### src/rtl/lpm_pkg.sv
package lpm_pkg;

    localparam int BIT_CPU_OFF = 0;
    localparam int BIT_OSC_OFF = 1;
    localparam int BIT_GEN_LO  = 2;
    localparam int BIT_GEN_HI  = 3;
    localparam int MODE_BITS_W = 4;

    typedef enum logic [2:0] {
        MODE_RUN    = 3'd0,
        MODE_SLEEP0 = 3'd1,
        MODE_SLEEP1 = 3'd2,
        MODE_SLEEP2 = 3'd3,
        MODE_SLEEP3 = 3'd4,
        MODE_SLEEP4 = 3'd5
    } mode_e;

    typedef struct packed {
        logic mclk;
        logic smclk;
        logic aclk;
        logic dcgen;
        logic xtal;
    } clk_en_t;

    typedef struct packed {
        logic [MODE_BITS_W-1:0] bits;
        logic [MODE_BITS_W-1:0] saved;
    } ctx_t;

endpackage

### src/rtl/lpm_mode_decode.sv
module lpm_mode_decode
    import lpm_pkg::*;
(
    input  logic [MODE_BITS_W-1:0] bits,
    input  logic                   dco_src_active,
    output mode_e                  mode,
    output clk_en_t                en
);

    always_comb begin
        if (!bits[BIT_CPU_OFF]) begin
            mode = MODE_RUN;
        end else if (bits[BIT_OSC_OFF]) begin
            mode = MODE_SLEEP4;
        end else begin
            unique case ({bits[BIT_GEN_HI], bits[BIT_GEN_LO]})
                2'b00:   mode = MODE_SLEEP0;
                2'b01:   mode = MODE_SLEEP1;
                2'b10:   mode = MODE_SLEEP2;
                default: mode = MODE_SLEEP3;
            endcase
        end
    end

    always_comb begin
        en = '{mclk: 1'b1, smclk: 1'b1, aclk: 1'b1, dcgen: 1'b1, xtal: 1'b1};
        unique case (mode)
            MODE_RUN: ;
            MODE_SLEEP0: begin
                en.mclk = 1'b0;
            end
            MODE_SLEEP1: begin
                en.mclk  = 1'b0;
                en.dcgen = dco_src_active;
            end
            MODE_SLEEP2: begin
                en.mclk  = 1'b0;
                en.smclk = 1'b0;
            end
            MODE_SLEEP3: begin
                en.mclk  = 1'b0;
                en.smclk = 1'b0;
                en.dcgen = 1'b0;
            end
            default: begin
                en = '0;
            end
        endcase
    end

endmodule

### src/rtl/lpm_settle_timer.sv
module lpm_settle_timer #(
    parameter int CNT_W = 8
) (
    input  logic             clk,
    input  logic             rst,
    input  logic             start,
    input  logic [CNT_W-1:0] len,
    output logic             busy
);

    logic [CNT_W-1:0] count_d, count_q;

    always_comb begin
        count_d = count_q;
        if (start) begin
            count_d = len;
        end else if (count_q != '0) begin
            count_d = count_q - 1'b1;
        end
    end

    always_ff @(posedge clk) begin
        if (rst) begin
            count_q <= '0;
        end else begin
            count_q <= count_d;
        end
    end

    assign busy = (count_q != '0);

endmodule

### src/rtl/lpm_clock_ctrl.sv
module lpm_clock_ctrl
    import lpm_pkg::*;
#(
    parameter int CNT_W = 8
) (
    input  logic             clk,
    input  logic             rst,
    input  logic             sr_wr,
    input  logic [3:0]       sr_bits,
    input  logic             irq,
    input  logic             reti,
    input  logic             dco_src_active,
    input  logic [CNT_W-1:0] settle_len,
    output logic             mclk_en,
    output logic             smclk_en,
    output logic             aclk_en,
    output logic             dcgen_en,
    output logic             xtal_en,
    output logic [2:0]       mode_o
);

    ctx_t    ctx_d, ctx_q;
    mode_e   cur_mode;
    clk_en_t raw_en;
    logic    asleep;
    logic    settling;
    logic    settle_start;

    lpm_mode_decode u_decode (
        .bits           (ctx_q.bits),
        .dco_src_active (dco_src_active),
        .mode           (cur_mode),
        .en             (raw_en)
    );

    lpm_settle_timer #(.CNT_W(CNT_W)) u_settle (
        .clk   (clk),
        .rst   (rst),
        .start (settle_start),
        .len   (settle_len),
        .busy  (settling)
    );

    assign asleep = (cur_mode != MODE_RUN);

    // Wake, return and write sequencing
    always_comb begin
        ctx_d        = ctx_q;
        settle_start = 1'b0;
        if (asleep) begin
            if (irq) begin
                ctx_d.saved  = ctx_q.bits;
                ctx_d.bits   = '0;
                settle_start = !raw_en.dcgen;
            end
        end else if (!settling) begin
            if (reti) begin
                ctx_d.bits  = ctx_q.saved;
                ctx_d.saved = '0;
            end else if (sr_wr) begin
                ctx_d.bits = sr_bits;
            end
        end
    end

    always_ff @(posedge clk) begin
        if (rst) begin
            ctx_q <= '0;
        end else begin
            ctx_q <= ctx_d;
        end
    end

    assign mclk_en  = raw_en.mclk && !settling;
    assign smclk_en = raw_en.smclk;
    assign aclk_en  = raw_en.aclk;
    assign dcgen_en = raw_en.dcgen;
    assign xtal_en  = raw_en.xtal;
    assign mode_o   = cur_mode;

endmodule

### config.mk
export PLATFORM = sky130hd
export DESIGN_NAME = lpm_clock_ctrl
export DESIGN_NICKNAME = d
export VERILOG_FILES = /design/src/rtl/lpm_pkg.sv /design/src/rtl/lpm_mode_decode.sv /design/src/rtl/lpm_settle_timer.sv /design/src/rtl/lpm_clock_ctrl.sv
export SDC_FILE = /design/constraint.sdc
export NUM_CORES = 1
export LEC_CHECK = 0
export ABC_AREA = 1
export BUFFER_PORTS_ARGS = -buffer_cell sky130_fd_sc_hd__buf_4
export CAP_MARGIN = 20
export CORE_UTILIZATION = 30
export CTS_CLUSTER_SIZE = 8
export DETAILED_ROUTE_END_ITERATION = 8
export GPL_ROUTABILITY_DRIVEN = 0
export GPL_TIMING_DRIVEN = 0
export SETUP_SLACK_MARGIN = 0.1
export SYNTH_ARGS = -nofsm -noshare
export SYNTH_HDL_FRONTEND = slang
export SYNTH_SLANG_ARGS = --single-unit
### constraint.sdc
create_clock -name clk -period 2 [get_ports clk]
set_input_delay 0 -clock clk [delete_from_list [all_inputs] [get_ports clk]]
set_output_delay 0 -clock clk [all_outputs]
set_load 0.02 [all_outputs]
==> results of run 1 <==
placed cells by master, fill, tap and decap left out, drive strengths merged:
| cell | count |
|---|---|
| or2 | 2 |
| clkinv | 2 |
| o21bai | 1 |
| nor2 | 24 |
| ha | 5 |
| o21ai | 7 |
| buf | 27 |
| nand3b | 1 |
| dlygate4sd3 | 7 |
| inv | 20 |
| dfxtp | 16 |
| nand3 | 11 |
| clkbuf | 4 |
| nand2 | 51 |
| a21oi | 15 |
| a31oi | 1 |
| nand4 | 1 |
| xor2 | 1 |
| nor3 | 1 |
| o211ai | 2 |
flip-flops by register name, indices dropped and copies added, names as in the netlist:
| name | flops |
|---|---|
| u_settle.count_q | 8 |
| ctx_q | 8 |
worst reg2reg max path: stages (launching register included):
cell and delay, ps:
dfxtp_1 390, inv_1 70, ha_1 280, nand3_1 150, nor2_1 130, nand2_1 50, nand2_1 90, nand2_1 90
buf_4 180, o211ai_1 90, a21oi_1 80
power breakdown:
group	switching [µW]	total, µW	internal, µW
registers	116	579	463
logic	761	1260	504
clock network	110	221	111
total	987	2070	1080
stage by stage:
| stage | std cells | utilization (%) | hold slack (ps) |
|---|---|---|---|
| after floorplan | 164 | - | 145 |
| after global placement | 232 | 40.3 | 265 |
| after detailed placement | 232 | 40.3 | 264 |
| after CTS | 243 | 43.7 | 18.7 |
| after global routing | 243 | 43.7 | 43.2 |
| final | 243 | 43.7 | 27.2 |
layout make-up:
| cell class | count | share of cell area, % |
|---|---|---|
| multi-input combinational | 123 | 44.6 |
| sequential | 16 | 23.3 |
| timing repair buffer | 31 | 18.1 |
| inverter | 22 | 5.99 |
| tap | 44 | 3.99 |
| clock buffer | 4 | 2.63 |
| buffer | 3 | 1.36 |
routing by layer:
| metal | vias to the layer above | track usage [%] | wire length [µm] |
|---|---|---|---|
| met5 | - | 0 | 0 |
| met4 | 0 | 2.92 | 17 |
| met3 | 2 | 3.84 | 80 |
| met1 | 465 | 17.7 | 1140 |
| met2 | 16 | 26.8 | 1130 |
| li1 | 586 | - | - |
final timing paths:
path                    endpoint  depth (start not counted)
max          u_settle.count_q[6]                         10
min          u_settle.count_q[1]                          4
max reg2reg  u_settle.count_q[6]                         10
min reg2reg             ctx_q[0]                          2
timing repair:
item,CTS,global route
hold endpoints to repair,7,0
hold buffers,7,0
gates resized for setup,0,1
setup endpoints to repair,0,8
logic make-up after synthesis:
kind of cell | Yosys count | share of synthesized area [%]
AOI/OAI and AO/OA | 26 | 13.8
xor gates and xnor gates | 1 | 0.846
adders and majority gates | 5 | 6.04
buffers and inverters | 25 | 9.78
DFF | 16 | 30.9
and+or+nand+nor | 91 | 38.6
==> out/results.txt, run 1 <==
For this run, the detailed router's first-pass iteration total came to 4. Setup repair after global routing left no endpoint under its margin. TritonCTS built the clock tree. The tools report the startpoint of the most critical setup path as ctx_q[7]. Summing over every cut layer, the via total after detailed routing is 1069. Among all cell types in the netlist, the one instantiated most often is nand2_1.

The number of antenna-violating nets in the routed design came out at 0. Across all setup checks in the final design, the least slack found is 290 ps. The run gives 16 as the number of clock sinks seen by CTS.

The die is 60.8 µm tall. Across the VDD grid, the largest voltage drop is 573 µV. The HPWL after detailed placement is 1780 µm. The first global-routing pass estimated 4100 µm of wire. The commonest cells after synthesis are nand2_1 (46), nor2_1 (22), dfxtp_1 (16), inv_1 (16), a21oi_1 (15). Number of DRC markers after the initial detailed-route iteration: 39.

A synthesized cell averages 6.32 µm². The routed wire length was 2370 µm; the power density relative to cell area was 1500 mW/mm². The cell occurring most often along the worst timing path was nand2_1. The synthesized design devotes to its leading area cell type 30.9% of total area. Walking the worst path, the cells encountered are inv_1, ha_1, nand3_1, nor2_1, nand2_1, nand2_1, nand2_1, buf_4, o211ai_1, a21oi_1. The tools report the overall global routing resource usage as 14.8%. STA classifies the critical path startpoint as a flip-flop.

The flow ran to the end, and the final reports show no timing, DRC or antenna violations. The tools report the number of ports placed on the die boundary as 26. The multi-input combinational cells in the finished layout cover a total of 614 µm². For the post-CTS setup repair buffer count, the log shows 0. The run gives 11 as the largest net degree at the start of global routing.

Compared with the post-synthesis result, the final layout area differs by 33.1%. For the number of antenna violations at the first check in global routing, the log shows 0. Kind of cell adding the most delay to the critical path: simple AND/OR/NAND/NOR gates.

The synthesized netlist contains 27 unique library cells. The Yosys step of the flow raised 0 warnings. The mapped netlist covers 0.00104 mm². The number of buffers and inverters on the critical path is 2.

The number of max-cap violations is 0, and the placeable core region is 0.00315 mm². In the post-synthesis netlist, the biggest area contributors are dfxtp_1 (31%), nand2_1 (17%), nor2_1 (8.0%), a21oi_1 (7.2%), ha_1 (6.0%). The slowest stage of the critical path belongs to the cell dfxtp_1.

Summing all non-filler instances in the final layout gives an area of 0.00138 mm². The count of buffers added on input and output ports is 24. In this run the worst path has a maximum fanout of 10. In the final design database the tool counted 223 nets.

The clock latency on the worst-skew pair is 290 ps. The final worst-path cycle share was 85.5%. The root buffer cell chosen for the clock tree is clkbuf_4.

For the buffer levels on the longest clock path, the log shows 2. The largest total area in the synthesized netlist belongs to dfxtp_1. The average vias per placed instance came out at 4.40. At the pin with the least slew margin, the transition time is 428 ps. The die covers 0.00369 mm². Synthesis inferred 16 register bits. Adding up every negative setup slack in the final design gives 0 ps. The path type of the worst min-delay path was input port to flip-flop. Clock input transition at the sequential cells of the worst setup and hold paths: 110 ps. The worst register-to-register path begins at ctx_q[7].

In the final routed layout, each cell accounts on average for 9.74 µm. Net count after synthesis: 187. The proportion of layout cells with a drive suffix above 1 is 23.1%, and the count of inserted antenna diode cells is 0.

The proportion of synthesized chip area in sequential cells is 30.9%. Clock skew on the completed layout was measured at 8.03 ps. For the worst setup path, the data required time is 2180 ps.

In this run the static leakage power is 0.000700 µW. The H-tree level count was 1. The floorplan die width was 60.8 µm; the total power consumption of the routed design was 2070 µW. For this run, design rule violations remaining after detail routing come to 0. The synthesized netlist cell count was 164. On the worst path, the slowest cell contributes a delay of 390 ps.

Across the whole layout, storage elements account for 322 µm². The relative slew slack was 71.5%. For flop-to-flop paths, the worst setup slack is 290 ps. The classification of the worst setup path was flip-flop to flip-flop. The tools report the max-slew violation count as 0. Async set-or-reset flop fraction in the synthesized netlist: 0%. The run gives 0 as the total global routing overflow. After layout, the minimum clock period comes to 1710 ps. STA classifies the critical path endpoint as a flip-flop. Timing analysis after detailed placement gives a worst setup slack of 272 ps. The final count of hold timing violations is 0.

Once the floorplan was initialized, standard cells occupied 32.9% of the core. Data arrives at the worst endpoint at 1890 ps. Row generation in the floorplan step produced 20 rows. Buffers inserted during clock tree synthesis total 3. The logs give 0 for the count of final setup violators and 333 for the layout filler cell count. The tools report the number of global-route vias before repair as 1030. In this run the most critical hold path is launched from irq.

Primary flip-flop cell chosen by synthesis mapping: dfxtp_1. Timing would allow up to 0.585 GHz. Counting flops with a built-in enable in the synthesized netlist gives 0. After detailed placement, the total cell area comes to 0.00127 mm².
Note: power is estimated with default switching activity, not from simulation.
==> inputs of run 2 (changes only) <==
Settings changed: BUFFER_PORTS_ARGS -buffer_cell sky130_fd_sc_hd__buf_4 to -buffer_cell sky130_fd_sc_hd__buf_2, CAP_MARGIN 20 to unset, REMOVE_ABC_BUFFERS set to 1.
==> run 2 against run 1 <==
Compared with the run above:
- die area stayed put
- worst hold slack gained 41 ps
- wire length decreased by 1.4%
- clock skew shrank 4.4 ps
- combinational power is essentially flat
- clock power barely moved
- power shrank 0.77%
- first-iteration DRC count grew 10%
- global-route usage shrank 0.96 points
- critical path depth unchanged
- highest routed layer unchanged
==> out/results.txt, run 2 (synthesis results as in run 1) <==
The logs give 0 for the final count of hold timing violations and 10.9% for the part of the total power dissipated in the clock network. Entering global routing, the biggest net connects 13 pins. In this run the power spent charging and discharging nets is 993 µW.

Counting cells, the worst reg-to-reg path comes to 10. Clock tree synthesis found a total of 16 sinks. The data required time at the worst endpoint is 2190 ps. The tools report the part of the total power dissipated in sequential elements as 28.5%. Leaving out fill and tap cells, the most frequent cells in the layout are nand2_1 (44), buf_2 (25), nor2_1 (22), inv_1 (16), a21oi_1 (15). Number of ports placed on the die boundary: 26. The run gives 60.7% as the combinational share of power. The layout filler cell count came out at 375.

The slowest stage of the critical path is the dfxtp_2 cell. The source of the worst register-to-register timing path was ctx_q[6]. The run finished with clean final reports. Delay of the slowest cell on the worst path: 360 ps. Max-slew violation count: 0. The total global routing overflow is 0, and the H-tree level count is 1. The worst setup path is captured at a flip-flop. The run gives 290 ps as the clock latency on the worst-skew pair. The finished cells cover 0.00134 mm². The logs give 0 for the number of antenna-violating nets in the routed design and 0.00369 mm² for the total die area.

TritonCTS built the clock tree. The number of cells on the worst hold path is 4, and the buffer levels on the longest clock path is 2. The switching share of power is 48.4%, and the number of clock buffers inserted by TritonCTS is 3. Clock-pin slew was measured on the worst setup and hold paths at 100 ps. Walking the worst path, the cells encountered are inv_1, ha_1, nand3_2, nor2_1, nand2_1, nand2_1, nand2_4, clkinv_1, nand2_1, a21oi_1. The worst setup path is of the flip-flop to flip-flop kind. The final worst-path cycle share works out to 84.3%.

Capture point of the worst reg-to-reg path: u_settle.count_q[6]. The path with the worst hold slack has its endpoint at u_settle.count_q[1]. The routed via count was 1083; the final cell count without fillers was 242. The internal portion of the total power is 1060 µW.

The worst setup skew after layout was 3.60 ps. Clock root buffer: clkbuf_4. The logs give 1870 ps for the data arrival at the endpoint of the critical path and 2330 µm for the routed wire length. The effective utilization at floorplan is 32.9%, and the placeable core region is 0.00315 mm². The highest net fanout along the worst path is 12.

The tools report the slack of the worst reg-to-reg path as 310 ps. In this run the static leakage power is 0.000688 µW. The top achievable clock speed was 0.593 GHz; the power density relative to cell area was 1530 mW/mm². The floorplan die width works out to 60.8 µm. Post-detailed-placement half-perimeter wirelength: 1730 µm. The number of global-route vias before repair is 948, and the average vias per placed instance is 4.48. The startpoint of the lowest-slack hold path was settle_len[1]. The proportion of layout cells with a drive suffix above 1 was 24.7%. The most common cell after layout, fill and taps aside was nand2_1. Setup violations remaining at the end of the flow were counted as 0. The first TritonRoute pass finished after 4 iterations. Across every metal layer, demand over resource in global routing totals 13.9%. Buffers placed on the I/O ports in this run total 25.

After detailed routing, the average wire length per cell comes to 9.64 µm. Path type of the worst min-delay path: input port to flip-flop. Across the run, the number of max-cap violations was 0. The number of setup buffers added after CTS is 0. The final layout contains 222 nets.

The number of DRC markers after the initial detailed-route iteration is 43. From synthesis to final layout, the design area changed by 29.2%. The tools report the number of antenna violations at the first check in global routing as 0.

After routing, the total negative slack on setup checks comes to 0 ps. Including well taps, the total number of placed cells is 230. The initialized floorplan defines 20 standard-cell rows. After detailed routing, the number of remaining DRC violations is 0. VDD sags by at most 573 µV. Setup repair after global routing left no endpoint under its margin. The smallest clock period supported by the final layout is computed as 1690 ps. The relative slew slack was 71.5%.

At the pin with the least slew margin, the transition time is 424 ps. Tracing the worst setup path back leads to its startpoint at ctx_q[6]. The area after detailed placement was 0.00120 mm².

The cell occurring most often along the worst timing path is nand2_1. The number of antenna diodes in the final layout is 0. The first global-routing pass estimated 3880 µm of wire. The chip height is 60.8 µm. The tools report the sort of element at the start of the critical path as a flip-flop.

In the final layout, the registers with the most flip-flops are ctx_q x8, u_settle.count_q x8.
## run 2: per-stage QoR
step                utilization (%)  setup WS [ps]  power (µW)  hold WS (ps)
floorplan                         -            352        1560          69.1
global placement               38.0           32.8        1790           260
detailed placement             38.0           35.9        1800           258
CTS                            41.7            169        2040          61.5
global route                   42.5            116        2310          95.6
finish                         42.5            315        2050          67.8
## run 2: worst max-delay path by stage
stage               slack, ps             endpoint
global route              120  u_settle.count_q[6]
floorplan                 350  u_settle.count_q[6]
CTS                       170  u_settle.count_q[6]
detailed placement         40  u_settle.count_q[6]
global placement           30  u_settle.count_q[6]
finish                    310  u_settle.count_q[6]
## run 2: power by group through the flow
stage	Clock, µW	Sequential [µW]	Combinational, µW
finish	223	583	1240
global route	243	608	1460
CTS	232	579	1230
detailed placement	0	586	1210
global placement	0	586	1200
floorplan	0	557	1000
## run 2: layout make-up
| type | count | area, µm² | share of cell area [%] |
|---|---|---|---|
| Multi-Input combinational cell | 123 | 637 | 47.6 |
| Timing Repair Buffer | 33 | 205 | 15.3 |
| Clock buffer | 4 | 36.3 | 2.71 |
| Sequential cell | 16 | 323 | 24.1 |
| Inverter | 22 | 82.6 | 6.17 |
| Tap cell | 44 | 55.1 | 4.11 |
## run 2: what timing repair did
item / in CTS / in global routing
endpoints found under the hold margin: 9 / 0
hold buffers: 8 / 0
endpoints found under the setup margin: 5 / 14
resized for setup: 1 / 6
## run 2: worst max-delay path, delay by kind of cell (launching register included)
kind	cells	cell delay [ps]
and+or+nand+nor	6	610
DFF	1	360
adders and majority gates	1	300
buffers and inverters	2	240
AOI/OAI and AO/OA	1	60
## run 2: routing by layer
layer / global-route usage (%) / wire [µm] / vias to the layer above
met5: 0 / 0 / -
met4: 1.95 / 13 / 0
met3: 3.84 / 77 / 2
met2: 24.2 / 1090 / 19
met1: 17.5 / 1150 / 475
li1: - / - / 587
